[config.mk]
export PLATFORM = sky130hd
export DESIGN_NAME = prio_irq_ctrl
export DESIGN_NICKNAME = d
export VERILOG_FILES = /design/src/rtl/pic_pkg.sv /design/src/rtl/pic_arbiter.sv /design/src/rtl/pic_stack.sv /design/src/rtl/prio_irq_ctrl.sv
export SDC_FILE = /design/constraint.sdc
export NUM_CORES = 1
export LEC_CHECK = 0
export BUFFER_PORTS_ARGS = -buffer_cell sky130_fd_sc_hd__buf_2
export CORE_MARGIN = 3
export CORE_UTILIZATION = 66
export CTS_BUF_LIST = sky130_fd_sc_hd__clkbuf_4 sky130_fd_sc_hd__clkbuf_8 sky130_fd_sc_hd__clkbuf_16
export DETAILED_ROUTE_END_ITERATION = 8
export PLACE_DENSITY = 0.91
export SLEW_MARGIN = 20
export SYNTH_ARGS = -nofsm -noshare
export SYNTH_HDL_FRONTEND = slang
export SYNTH_SLANG_ARGS = --single-unit
export TNS_END_PERCENT = 1
[constraint.sdc]
create_clock -name clk -period 26.8 [get_ports clk]
set_clock_uncertainty 0.05 [all_clocks]
set_input_delay 5.36 -clock clk [delete_from_list [all_inputs] [get_ports clk]]
set_output_delay 5.36 -clock clk [all_outputs]
set_load 0.02 [all_outputs]
[src/rtl/pic_pkg.sv]
`timescale 1ns/1ps
package pic_pkg;

    typedef enum logic [1:0] {
        ST_IDLE  = 2'd0,
        ST_ENTRY = 2'd1,
        ST_OFFER = 2'd2
    } pic_state_e;

endpackage

[src/rtl/pic_arbiter.sv]
`timescale 1ns/1ps
// Picks the most urgent candidate: smallest priority value, lowest index on ties.
module pic_arbiter #(
    parameter int NUM_IRQ = 8,
    parameter int PRIO_W  = 4,
    localparam int IDW    = $clog2(NUM_IRQ)
) (
    input  logic [NUM_IRQ-1:0]        cand,
    input  logic [NUM_IRQ*PRIO_W-1:0] prio,
    output logic                      found,
    output logic [IDW-1:0]            win_id,
    output logic [PRIO_W-1:0]         win_prio
);

    always_comb begin
        found    = 1'b0;
        win_id   = '0;
        win_prio = '1;
        for (int i = 0; i < NUM_IRQ; i++) begin
            // strict compare keeps the lower index on an exact tie
            if (cand[i] && (!found || (prio[i*PRIO_W +: PRIO_W] < win_prio))) begin
                found    = 1'b1;
                win_id   = IDW'(i);
                win_prio = prio[i*PRIO_W +: PRIO_W];
            end
        end
    end

endmodule

[src/rtl/pic_stack.sv]
`timescale 1ns/1ps
// Stack of active line numbers; innermost handler on top.
module pic_stack #(
    parameter int NUM_IRQ = 8,
    parameter int DEPTH   = 16,
    localparam int IDW    = $clog2(NUM_IRQ),
    localparam int AW     = $clog2(DEPTH),
    localparam int PTRW   = $clog2(DEPTH + 1)
) (
    input  logic            clk,
    input  logic            rst_n,
    input  logic            push,
    input  logic            pop,
    input  logic [IDW-1:0]  push_id,
    output logic [PTRW-1:0] depth,
    output logic [IDW-1:0]  top_id,
    output logic [IDW-1:0]  under_id
);

    logic [IDW-1:0]  mem [DEPTH];
    logic [PTRW-1:0] ptr_q;
    logic [PTRW-1:0] top_idx;
    logic [PTRW-1:0] under_idx;
    logic            pop_eff;

    assign pop_eff   = pop && (ptr_q != '0);
    assign top_idx   = ptr_q - PTRW'(1);
    assign under_idx = ptr_q - PTRW'(2);

    always_ff @(posedge clk or negedge rst_n) begin
        if (!rst_n) begin
            ptr_q <= '0;
            for (int i = 0; i < DEPTH; i++) mem[i] <= '0;
        end else if (pop_eff && push) begin
            mem[top_idx[AW-1:0]] <= push_id;
        end else if (push) begin
            mem[ptr_q[AW-1:0]] <= push_id;
            ptr_q <= ptr_q + PTRW'(1);
        end else if (pop_eff) begin
            ptr_q <= top_idx;
        end
    end

    assign depth    = ptr_q;
    assign top_id   = (ptr_q != '0) ? mem[top_idx[AW-1:0]] : '0;
    assign under_id = (ptr_q > PTRW'(1)) ? mem[under_idx[AW-1:0]] : '0;

    // a push onto a full stack would mean two entries share one level
    p_no_overflow_r3: assert property (@(posedge clk) disable iff (!rst_n)
        (push && !pop_eff) |-> (ptr_q < PTRW'(DEPTH)));

    p_depth_bound_r11: assert property (@(posedge clk) disable iff (!rst_n)
        ptr_q <= PTRW'(DEPTH));

endmodule

[src/rtl/prio_irq_ctrl.sv]
`timescale 1ns/1ps
module prio_irq_ctrl
    import pic_pkg::*;
#(
    parameter int NUM_IRQ   = 8,
    parameter int PRIO_W    = 4,
    parameter int ENTRY_LAT = 12,
    parameter int CHAIN_LAT = 4,
    localparam int IDW      = $clog2(NUM_IRQ),
    localparam int GW       = $clog2(PRIO_W)
) (
    input  logic                      clk,
    input  logic                      rst_n,
    input  logic [NUM_IRQ-1:0]        irq_pulse,
    input  logic [NUM_IRQ*PRIO_W-1:0] prio_cfg,
    input  logic [GW-1:0]             grp_sel,
    input  logic                      mask_en,
    input  logic [PRIO_W-1:0]         mask_level,
    input  logic                      core_ack,
    input  logic                      core_ret,
    output logic                      vec_valid,
    output logic [IDW-1:0]            vec_id,
    output logic                      run_valid,
    output logic [IDW-1:0]            run_id,
    output logic [PRIO_W-1:0]         run_level,
    output logic [NUM_IRQ-1:0]        pend_vec,
    output logic [NUM_IRQ-1:0]        act_vec
);

    localparam int DEPTH       = 1 << PRIO_W;
    localparam int PTRW        = $clog2(DEPTH + 1);
    localparam int CW          = $clog2(ENTRY_LAT);
    localparam int OFFER_AT    = ENTRY_LAT - 3;
    localparam int CHAIN_START = ENTRY_LAT - 1 - CHAIN_LAT;

    function automatic logic [PRIO_W-1:0] pre_of(input logic [PRIO_W-1:0] p,
                                                  input logic [GW-1:0] g);
        return p >> g;
    endfunction

    // ---------------- per-line state ----------------
    logic [NUM_IRQ-1:0] pend_q, act_q;
    logic [NUM_IRQ-1:0] blocked, cand;
    logic [PRIO_W-1:0]  line_prio [NUM_IRQ];

    for (genvar gi = 0; gi < NUM_IRQ; gi++) begin : g_line
        assign line_prio[gi] = prio_cfg[gi*PRIO_W +: PRIO_W];
        assign blocked[gi]   = mask_en && (line_prio[gi] >= mask_level) && (line_prio[gi] != '0);
    end

    assign cand = pend_q & ~blocked;

    // ---------------- arbitration ----------------
    logic              win_found;
    logic [IDW-1:0]    win_id;
    logic [PRIO_W-1:0] win_prio;

    pic_arbiter #(.NUM_IRQ(NUM_IRQ), .PRIO_W(PRIO_W)) u_arb (
        .cand    (cand),
        .prio    (prio_cfg),
        .found   (win_found),
        .win_id  (win_id),
        .win_prio(win_prio)
    );

    // ---------------- active stack ----------------
    logic            stk_push, stk_pop;
    logic [PTRW-1:0] stk_depth;
    logic [IDW-1:0]  top_id, under_id;
    logic [IDW-1:0]  sel_q, sel_d;

    pic_stack #(.NUM_IRQ(NUM_IRQ), .DEPTH(DEPTH)) u_stk (
        .clk     (clk),
        .rst_n   (rst_n),
        .push    (stk_push),
        .pop     (stk_pop),
        .push_id (sel_q),
        .depth   (stk_depth),
        .top_id  (top_id),
        .under_id(under_id)
    );

    logic              stk_empty, ret_eff;
    logic [PRIO_W-1:0] top_pre, under_pre, win_pre;
    logic              take_now, chain_ok;

    assign stk_empty = (stk_depth == '0);
    assign ret_eff   = core_ret && !stk_empty;
    assign top_pre   = stk_empty ? '0 : pre_of(line_prio[top_id], grp_sel);
    assign under_pre = pre_of(line_prio[under_id], grp_sel);
    assign win_pre   = pre_of(win_prio, grp_sel);
    // eligible against the running level
    assign take_now  = win_found && (stk_empty || (win_pre < top_pre));
    // eligible against the level a return restores
    assign chain_ok  = win_found && ((stk_depth == PTRW'(1)) || (win_pre < under_pre));

    // ---------------- state machine ----------------
    pic_state_e      state_q, state_d;
    logic [CW-1:0]   cnt_q, cnt_d;

    always_ff @(posedge clk or negedge rst_n) begin
        if (!rst_n) begin
            state_q <= ST_IDLE;
            cnt_q   <= '0;
            sel_q   <= '0;
        end else begin
            state_q <= state_d;
            cnt_q   <= cnt_d;
            sel_q   <= sel_d;
        end
    end

    always_comb begin
        state_d = state_q;
        cnt_d   = cnt_q;
        sel_d   = sel_q;
        unique case (state_q)
            ST_IDLE: begin
                if (ret_eff) begin
                    if (chain_ok) begin           // chain
                        state_d = ST_ENTRY;
                        cnt_d   = CW'(CHAIN_START);
                        sel_d   = win_id;
                    end
                end else if (take_now) begin      // take
                    state_d = ST_ENTRY;
                    cnt_d   = '0;
                    sel_d   = win_id;
                end
            end
            ST_ENTRY: begin
                if (ret_eff ? chain_ok : take_now) begin
                    sel_d = win_id;               // late arrival may replace the choice
                    if (cnt_q == CW'(OFFER_AT)) begin
                        state_d = ST_OFFER;       // ready
                    end else begin
                        cnt_d = cnt_q + CW'(1);
                    end
                end else begin
                    state_d = ST_IDLE;            // drop
                end
            end
            ST_OFFER: begin
                if (core_ack) state_d = ST_IDLE;  // accept
            end
            default: state_d = ST_IDLE;
        endcase
    end

    // ---------------- outputs and bookkeeping strobes ----------------
    logic [NUM_IRQ-1:0] set_act, clr_act;

    always_comb begin
        vec_valid = (state_q == ST_OFFER);
        vec_id    = sel_q;
        stk_push  = (state_q == ST_OFFER) && core_ack;
        stk_pop   = ret_eff;
        set_act   = stk_push ? (NUM_IRQ'(1) << sel_q) : '0;
        clr_act   = stk_pop  ? (NUM_IRQ'(1) << top_id) : '0;
        run_valid = !stk_empty;
        run_id    = top_id;
        run_level = top_pre;
        pend_vec  = pend_q;
        act_vec   = act_q;
    end

    always_ff @(posedge clk or negedge rst_n) begin
        if (!rst_n) begin
            pend_q <= '0;
            act_q  <= '0;
        end else begin
            pend_q <= (pend_q & ~set_act) | irq_pulse;
            act_q  <= (act_q & ~clr_act) | set_act;
        end
    end

    // ---------------- assertions ----------------
    p_offer_hold_r10: assert property (@(posedge clk) disable iff (!rst_n)
        (vec_valid && !core_ack) |=> (vec_valid && $stable(vec_id)));

    p_nest_deeper_r3: assert property (@(posedge clk) disable iff (!rst_n)
        (vec_valid && core_ack && run_valid && !core_ret) |=> (run_level < $past(run_level)));

    p_accept_clears_r8: assert property (@(posedge clk) disable iff (!rst_n)
        (vec_valid && core_ack && !irq_pulse[vec_id]) |=> !pend_vec[$past(vec_id)]);

    p_offer_pending_r8: assert property (@(posedge clk) disable iff (!rst_n)
        vec_valid |-> pend_vec[vec_id]);

    p_active_count_r11: assert property (@(posedge clk) disable iff (!rst_n)
        $countones(act_vec) == int'(stk_depth));

endmodule

==> results of run 1 <==
per-stage QoR:
stage	total power [mW]	instances	hold WS [ps]	cell area, sq um
floorplan	0.6560	897	412.6	7870
global placement	0.7829	1079	430.6	8285
detailed placement	0.8002	1079	437.8	8285
CTS	0.9278	1094	444.5	8579
global route	1.010	1094	493.1	8579
finish	0.9420	1094	457.5	8579
worst max path at each step:
stage                      endpoint  depth (start not counted)
4_1_cts        cnt_q[1]$_DFFE_PN0P_                         68
6_report       cnt_q[1]$_DFFE_PN0P_                         68
3_3_place_gp   cnt_q[1]$_DFFE_PN0P_                         68
2_1_floorplan  cnt_q[1]$_DFFE_PN0P_                         70
5_1_grt        cnt_q[1]$_DFFE_PN0P_                         68
3_5_place_dp   cnt_q[1]$_DFFE_PN0P_                         68
layout make-up:
cell class | instances | share of cell area
clock buffers | 11 | 0.02873
clock inverters | 4 | 0.005542
inverters | 47 | 0.02056
multi-input cells | 730 | 0.6484
flip-flops and latches | 78 | 0.2275
well taps | 143 | 0.02085
repair buffers | 81 | 0.04842
cells by family (layout without fill, tap and decap cells):
| family | after synthesis | in the layout |
|---|---|---|
| and+or+nand+nor | 277 | 277 |
| AOI/OAI and AO/OA | 280 | 280 |
| muxes | 104 | 104 |
| xor gates and xnor gates | 10 | 10 |
| adders and majority gates | 59 | 59 |
| buffers and inverters | 89 | 143 |
| DFF | 78 | 78 |
placed cells by master (no fill, tap or decap), types with 13 or more instances in the layout:
master,instances
nand3_1,19
nand2_1,115
a21o_1,24
dfrtp_1,78
mux2_2,59
ha_1,55
o211ai_1,22
nor2b_1,14
o21ai_0,56
a21oi_1,47
nand2b_1,18
mux2i_1,14
buf_2,77
inv_1,45
a32oi_1,13
mux4_2,27
nor2_1,50
synth_stat cells, types with 4 or more instances:
cell / count
o21ai_0: 56
ha_1: 55
a31oi_1: 10
nor2_1: 50
mux4_2: 27
o31ai_1: 11
and3_1: 12
o2111ai_1: 4
xor2_1: 4
mux2i_1: 14
nand2_1: 115
a21boi_0: 5
mux2_2: 59
nor3_1: 12
clkbuf_1: 30
o21ai_1: 5
o41ai_1: 9
and2_1: 9
nand3_1: 19
o31a_1: 6
dfrtp_1: 78
nor2b_1: 14
a21o_1: 24
buf_2: 5
nand2b_1: 18
or3_1: 6
a22oi_1: 4
a311o_1: 4
a211o_1: 4
a32oi_1: 13
a21oi_1: 47
o211ai_1: 22
o21a_1: 4
o22ai_1: 5
a211oi_1: 12
buf_1: 4
or2_2: 4
inv_1: 45
xnor2_1: 6
critical path, delay by kind of cell:
| kind | cells | cell delay (ps) |
|---|---|---|
| AO/OA/AOI/OAI | 25 | 5140 |
| adder cells (fa/ha/maj) | 9 | 2510 |
| buffers and inverters | 7 | 670 |
| multiplexers | 6 | 1480 |
| AND/OR/NAND/NOR | 21 | 4040 |
registers in the layout, summed over array words and instances, names as in the netlist:
name	flops
state_q	2
cnt_q	4
vec_id	3
u_stk.depth	5
pend_vec	8
u_stk.mem	48
act_vec	8
power by group through the flow:
stage | sequential [mW] | clock [mW] | combinational, mW
after global routing | 0.198 | 0.125 | 0.686
after global placement | 0.190 | 0 | 0.593
after CTS | 0.192 | 0.121 | 0.615
final | 0.194 | 0.120 | 0.629
after detailed placement | 0.192 | 0 | 0.608
after floorplan | 0.172 | 0 | 0.484
metal layers:
metal,track usage,vias to the layer above,routed length [microns]
li1,-,3492,-
met1,0.4515,3656,8790
met2,0.5918,466,11200
met4,0.2034,0,1293
met5,0,-,0
met3,0.05368,113,1992
==> impl_metrics.ini, run 1 <==
[setup_path]
endpoint_kind = flip-flop
rr_startpoint = pend_vec[0]$_DFF_PN0_
r2r_cells = 65
critPathMaxFanout = 11
cpPeakStageDelay_ps = 450
crit_path_start = mask_level[1]
start_kind = primary input
required_ps = 26970
arrival_ps = 19250
reg2reg_to = cnt_q[1]$_DFFE_PN0P_
path_class = primary input to flip-flop
crit_path_top_delay_cell = a221oi_4
crit_top_cell = ha_1
ff2ff_setup_slack_ps = 13060

[clock_tree]
cts_setup_buffers = 0
path_clk_slew_ps = 50
clock_latency_ps = 340
cts_tree = yes
cts-root-buf = clkbuf_16
cts_hold_buf = 0
cts_buffer_depth = 2
cts.repair.resized = 0
cts_buffers = 9
cts_sinks = 78
htreeDepth = 3

[detailed_routing]
ant_nets = 0
dr_total_vias = 7727
wl_per_cell_microns = 21.28
vias_per_cell = 7.063
drcViolationCount = 0
drt_iter0_markers = 892
routed_wl_mm = 23.28
drt-pass1-iter-count = 6

[synth]
ys.flop_type = dfrtp_1
synth_area_per_cell_sq_um = 8.774
ys_types = 81
synth_edf_count = 0
synthMuxAreaShare = 0.1865
synth_area_leaders = dfrtp_1, ha_1, mux2_2
synth_top_family_by_area = compound AO/OA/AOI/OAI gates
syn-instance-count = 897
syn_area_sq_mm = 0.007870
synth_compound_gate_area_share = 0.2509
async_reset_ff_frac = 1.000
synth_xor_area_frac = 0.01113
synth_seq_cells = 78
yosys_warnings = 0
yosysTopAreaCellShare = 0.2480
ys_seq_area_frac = 0.2480
synthAdderAreaFrac = 0.09269
synth_nets = 1003
synthSimpleGateAreaFrac = 0.1657
synth_area_leader_cell = dfrtp_1

[sta]
fmax_mhz = 52.42
post-route-period-util = 0.7119
grt_setup_unrepaired = false
fin_tns_setup_ps = 0
worstMarginPinSlew_ps = 963.8
finalHoldViolations = 0
min_period_ps = 19080
relSlewSlack = 0.3574
finalWorstSetupSlack_ps = 7722
slew_viol_final = 0
setup_violations = 0

[worst_hold_path]
hold_path_end = u_stk.depth[4]$_DFFE_PN0P_
whs_path_depth = 1
holdCritPathClass = flip-flop to flip-flop
hp-start = u_stk.depth[4]$_DFFE_PN0P_

[power]
p_int_mw = 0.4644
cellPowerDensity_mw_per_mm2 = 109.8
swShare = 0.5070
leakage_nw = 4.065
seqPwrFrac = 0.205
pwr-share-clk = 0.127
p_switching_mw = 0.4777
combPwrFrac = 0.667
ir_drop_mv = 0.07837

[grt]
grt_usage = 0.3590
grt-ovfl-total = 0
antenna_found_initial = 0
grt_pass1_wl_mm = 37.87
grt_max_degree = 79
grt_pass1_vias = 7478

[cells_and_area]
diodes = 0
fillers = 825
final_core_util = 0.7450
regArea_sq_mm = 0.001952
syn_to_final_growth_pct = 9.014
multiInputGateArea_sq_mm = 0.005563
final_net_count = 1053
layout-drive-gt1-share = 0.2156

[floorplanning]
start_util = 0.6834
die_w_microns = 115.2
num_rows = 39
die_h_microns = 115.2
die_area_sq_mm = 0.01327
io_pins = 79
core_region_area_sq_mm = 0.01152

[place]
hpwl_mm = 17.16
gp_congestion = 0.9679
port_buffers = 78
dp_slack_ps = 7604

[run]
maxCapViolations = 0

[run_status]
outcome = finished clean
(Power assumes the default switching activity.)
==> run 2: changes to the inputs <==
--- a/config.mk
+++ b/config.mk
@@ -7,10 +7,10 @@
 export LEC_CHECK = 0
 export BUFFER_PORTS_ARGS = -buffer_cell sky130_fd_sc_hd__buf_2
 export CORE_MARGIN = 3
-export CORE_UTILIZATION = 66
+export CORE_UTILIZATION = 61
 export CTS_BUF_LIST = sky130_fd_sc_hd__clkbuf_4 sky130_fd_sc_hd__clkbuf_8 sky130_fd_sc_hd__clkbuf_16
 export DETAILED_ROUTE_END_ITERATION = 8
-export PLACE_DENSITY = 0.91
+export PLACE_DENSITY = 0.85
 export SLEW_MARGIN = 20
 export SYNTH_ARGS = -nofsm -noshare
 export SYNTH_HDL_FRONTEND = slang
==> constraint.sdc (replaced) <==
create_clock -name clk -period 20 [get_ports clk]
set_clock_uncertainty 0.05 [all_clocks]
set_input_delay 4 -clock clk [delete_from_list [all_inputs] [get_ports clk]]
set_output_delay 4 -clock clk [all_outputs]
set_load 0.02 [all_outputs]
==> run 2 against run 1 <==
Combinational power increased by 35%. Design area increased by 0.86%. Wire length increased by 1.5%. Via count decreased by 1.1%. Clock power increased by 47%. Largest cell class unchanged.
==> impl_metrics.ini, run 2 (synthesis results as in run 1) <==
[sta]
post-route-period-util = 0.8910
setup_violations = 0
relSlewSlack = 0.3452
slew_viol_final = 0
min_period_ps = 17820
worstMarginPinSlew_ps = 979.0
fmax_mhz = 56.12
finalHoldViolations = 0
grt_setup_unrepaired = false
fin_tns_setup_ps = 0

[cells_and_area]
syn_to_final_growth_pct = 9.952
largest_reg_flops = 48
final_common_cell = nand2_1
largest-register = u_stk.mem
most-common-layout-cells = nand2_1, dfrtp_1, buf_2, mux2_2, o21ai_0
stdcell_count = 1121
fillers = 974
final_core_util = 0.7028
layout-drive-gt1-share = 0.2172
diodes = 0
final_net_count = 1054

[clock_tree]
cts_buffers = 9
htreeDepth = 3
cts-root-buf = clkbuf_16
cts_tree = yes
cts_sinks = 78
path_clk_slew_ps = 60
clock_latency_ps = 340
cts_buffer_depth = 2
cts.repair.resized = 0
cts_hold_buf = 0
cts_setup_buffers = 0

[place]
hpwl_mm = 17.46
gp_congestion = 0.9721
place_inst = 1105
port_buffers = 78

[setup_path]
endpoint_kind = flip-flop
crit_path_start = mask_level[3]
start_kind = primary input
cpPeakStageDelay_ps = 440
required_ps = 20160
crit_top_cell = ha_1
crit_path_top_delay_cell = o311a_1
critPathMaxFanout = 11
arrival_ps = 17980
rr_startpoint = pend_vec[0]$_DFF_PN0_
path_class = primary input to flip-flop

[floorplanning]
die_h_microns = 119.6
die_w_microns = 119.6
start_util = 0.6392
io_pins = 79
die_area_sq_mm = 0.01430
core_region_area_sq_mm = 0.01231
num_rows = 40

[detailed_routing]
drt_iter0_markers = 825
vias_per_cell = 6.816
ant_nets = 0
routed_wl_mm = 23.63
drcViolationCount = 0
wl_per_cell_microns = 21.08
drt-pass1-iter-count = 7
dr_total_vias = 7641

[power]
cellPowerDensity_mw_per_mm2 = 148.2
finalPower_mw = 1.282
leakage_nw = 4.088
ir_drop_mv = 0.1205

[run_status]
outcome = finished clean

[grt]
grt_pass1_wl_mm = 37.83
grt_usage = 0.3282
grt-ovfl-total = 0
grt_max_degree = 79
grt_pass1_vias = 7380
antenna_found_initial = 0

[run]
maxCapViolations = 0

[worst_hold_path]
hp-start = act_vec[4]$_DFF_PN0_
holdCritPathClass = flip-flop to flip-flop
==> run 2: where the power goes <==
group          total (mW)  internal, mW  switching (mW)
clock               0.176         0.114          0.0622
sequential          0.255         0.196          0.0591
combinational       0.851         0.327           0.524
==> run 2: through the flow <==
| step | instance area (sq um) | hold WS [ps] | setup slack [ps] |
|---|---|---|---|
| finish | 8653 | 451.9 | 2180 |
| global route | 8653 | 479.3 | 1111 |
| CTS | 8653 | 451.6 | 2432 |
| detailed placement | 8324 | 435.5 | 2121 |
| global placement | 8324 | 433.3 | 2540 |
| floorplan | 7870 | 412.6 | 3559 |
==> run 2: layout make-up <==
cell class | instances | area, sq um | area share
Multi-Input combinational cell | 730 | 5563 | 0.6429
Inverter | 47 | 176.4 | 0.02039
Timing Repair Buffer | 82 | 422.9 | 0.04887
Clock inverter | 5 | 82.58 | 0.009543
Tap cell | 168 | 210.2 | 0.02429
Sequential cell | 78 | 1952 | 0.2256
Clock buffer | 11 | 246.5 | 0.02848
==> run 2: worst paths after layout <==
path | endpoint | slack (ps) | cells past startpoint
max in group asynchronous | u_stk.mem[36]$_DFFE_PN0P_ | 15530 | 1
hold / removal | act_vec[4]$_DFF_PN0_ | 450 | 2
hold reg to reg | act_vec[4]$_DFF_PN0_ | 450 | 2
min in group asynchronous | pend_vec[7]$_DFF_PN0_ | 3740 | 1
setup reg to reg | cnt_q[1]$_DFFE_PN0P_ | 6130 | 64
setup / recovery | cnt_q[1]$_DFFE_PN0P_ | 2180 | 68
==> run 2: per-layer routing <==
metal,track usage,vias to the layer above,part of all wire
met2,0.5551,421,0.48
met4,0.1618,0,0.043
met3,0.05702,96,0.086
li1,-,3490,-
met5,0,-,0
met1,0.4061,3634,0.39
==> run 2: worst max-delay path, delay by kind of cell <==
family          cells  cell delay (ps)
simple gates       21             4030
fa+ha+maj           9             2680
mux                 6             1720
compound gates     25             4950
buf+inv             7              570
==> run 3: changes to the inputs <==
--- a/config.mk
+++ b/config.mk
@@ -5,6 +5,7 @@
 export SDC_FILE = /design/constraint.sdc
 export NUM_CORES = 1
 export LEC_CHECK = 0
+export ABC_AREA = 1
 export BUFFER_PORTS_ARGS = -buffer_cell sky130_fd_sc_hd__buf_2
 export CORE_MARGIN = 3
 export CORE_UTILIZATION = 61
@@ -14,5 +15,6 @@
 export SLEW_MARGIN = 20
 export SYNTH_ARGS = -nofsm -noshare
 export SYNTH_HDL_FRONTEND = slang
+export SYNTH_HIERARCHICAL = 1
 export SYNTH_SLANG_ARGS = --single-unit
 export TNS_END_PERCENT = 1
==> run 3 against run 2 <==
Largest power group unchanged. Critical path depth up 1. Synthesized cell count up 43%. Global-route usage about the same. Design area up 0.27%. Power up 32%. Count of clock-buffer cells in the layout down 1. Highest routed layer unchanged.
==> impl_metrics.ini, run 3 <==
[run_status]
outcome = finished clean

[floorplanning]
die_w_microns = 119.7
io_pins = 79
core_region_area_sq_mm = 0.01231
start_util = 0.6403
die_area_sq_mm = 0.01432
num_rows = 40
die_h_microns = 119.7

[setup_path]
ff2ff_setup_slack_ps = 10250
endpoint_kind = flip-flop
crit_path_top_delay_cell = a31oi_1
cpPeakStageDelay_ps = 580
start_kind = primary input
required_ps = 20170
path_class = primary input to flip-flop
crit_top_cell = nand2_1
critPathMaxFanout = 10
arrival_ps = 14020

[synth]
yosysTopAreaCellShare = 0.2476
synth_most_common_cell = nand2_1
synth_nets = 1397
syn-instance-count = 1284
synthAdderAreaFrac = 0.09840
ys_seq_area_frac = 0.2476
synth_area_per_cell_sq_um = 6.140
async_reset_ff_frac = 1.000
synth_area_leader_cell = dfrtp_1
yosys_warnings = 6
synth_xor_area_frac = 0.009046
synthMuxAreaShare = 0
synth_common_cells = nand2_1, nand3_1, inv_1, dfrtp_1, nor2_1
synth_edf_count = 0
synth_seq_cells = 78
synth_compound_gate_area_share = 0.09633
synth_area_leaders = dfrtp_1, nand2_1, nand3_1
ys.flop_type = dfrtp_1
synth_top_family_by_area = simple AND/OR/NAND/NOR gates
syn_area_sq_mm = 0.007884
ys_types = 42
synthSimpleGateAreaFrac = 0.4415

[sta]
slew_viol_final = 0
worstMarginPinSlew_ps = 949.0
finalHoldViolations = 0
post-route-period-util = 0.6926
grt_setup_unrepaired = false
setup_violations = 0
relSlewSlack = 0.3673
fmax_mhz = 72.19
fin_tns_setup_ps = 0
min_period_ps = 13850

[cells_and_area]
fillers = 1093
largest_reg_flops = 48
final_common_cell = nand2_1
final_core_util = 0.7048
most-common-layout-cells = nand2_1, nand3_1, inv_1, dfrtp_1, buf_2
syn_to_final_growth_pct = 10.06
final_net_count = 1457
regArea_sq_mm = 0.001953
diodes = 0
layout-drive-gt1-share = 0.1223
multiInputGateArea_sq_mm = 0.005090
largest-register = u_stk/mem

[clock_tree]
path_clk_slew_ps = 60
clock_latency_ps = 340
cts_sinks = 78
cts_hold_buf = 0
cts_buffers = 9
htreeDepth = 3
cts_buffer_depth = 2
cts.repair.resized = 0
cts-root-buf = clkbuf_16
cts_setup_buffers = 0
cts_tree = yes

[grt]
grt_pass1_wl_mm = 38.55
grt_usage = 0.3281
grt_max_degree = 70
antenna_found_initial = 0
grt-ovfl-total = 0
grt_pass1_vias = 8150

[detailed_routing]
drcViolationCount = 0
wl_per_cell_microns = 15.45
routed_wl_mm = 23.44
dr_total_vias = 8746
vias_per_cell = 5.765
drt_iter0_markers = 849
drt-pass1-iter-count = 9
ant_nets = 0

[run]
maxCapViolations = 0

[power]
cellPowerDensity_mw_per_mm2 = 195.2
leakage_nw = 5.029
ir_drop_mv = 0.1233
seqPwrFrac = 0.165
pwr-share-clk = 0.105
p_switching_mw = 0.9812
swShare = 0.5792
combPwrFrac = 0.730
p_int_mw = 0.7130

[worst_hold_path]
holdCritPathClass = flip-flop to flip-flop

[place]
port_buffers = 78
hpwl_mm = 17.60
gp_congestion = 0.9393
==> run 3: layout make-up <==
class,instances,area share
multi-input cells,996,0.5866
flip-flops and latches,78,0.2251
inverters,175,0.07599
repair buffers,84,0.05047
clock buffers,10,0.02682
well taps,168,0.02422
clock inverters,6,0.01081
==> run 3: per-layer routing <==
layer | global-route usage | up-vias | part of all wire
met2 | 0.5505 | 432 | 0.47
li1 | - | 4245 | -
met5 | 0 | - | 0
met4 | 0.1675 | 0 | 0.046
met1 | 0.4123 | 3977 | 0.41
met3 | 0.04665 | 92 | 0.077
==> run 3: path summary, 6_finish.rpt <==
kind / from / end / cells past startpoint
worst max-delay path: mask_level[1] / vec_id[2]$_DFFE_PN0P_ / 69
worst min-delay path: state_q[0]$_DFFE_PN0P_ / state_q[1]$_DFFE_PN0P_ / 1
worst max register to register: pend_vec[0]$_DFF_PN0_ / vec_id[2]$_DFFE_PN0P_ / 63
worst min register to register: state_q[0]$_DFFE_PN0P_ / state_q[1]$_DFFE_PN0P_ / 1
max in group asynchronous: rst_n / u_stk/depth[0]$_DFFE_PN0P_ / 2
min in group asynchronous: rst_n / u_stk/mem[39]$_DFFE_PN0P_ / 1
==> run 3: worst max-delay path: cells and delay by family <==
| family | cells | cell delay [ps] |
|---|---|---|
| AOI/OAI and AO/OA | 14 | 3300 |
| adders and majority gates | 9 | 2620 |
| buffers and inverters | 12 | 930 |
| and+or+nand+nor | 34 | 3090 |
==> run 3: logic make-up after synthesis <==
kind of cell	count (synthesis)
buffers and inverters	210
AOI/OAI and AO/OA	134
xor gates and xnor gates	6
DFF	78
adders and majority gates	62
and+or+nand+nor	794
==> run 3: per-stage QoR <==
| step | setup slack (ps) | cells | cell area (sq um) | hold slack, ps | total power [mW] |
|---|---|---|---|---|---|
| after floorplan | 7527 | 1284 | 7884 | 412.0 | 1.193 |
| after global placement | 6390 | 1501 | 8351 | 436.2 | 1.457 |
| after detailed placement | 5986 | 1501 | 8351 | 435.5 | 1.474 |
| after CTS | 6214 | 1517 | 8677 | 445.4 | 1.667 |
| after global routing | 5033 | 1517 | 8677 | 480.7 | 1.860 |
| final | 6148 | 1517 | 8677 | 445.0 | 1.694 |
==> run 3: power by group through the flow <==
stage	clock [mW]	sequential, mW	combinational, mW
5_1_grt	0.187	0.287	1.39
2_1_floorplan	0	0.264	0.930
3_3_place_gp	0	0.278	1.18
6_report	0.178	0.280	1.24
3_5_place_dp	0	0.278	1.20
4_1_cts	0.180	0.277	1.21
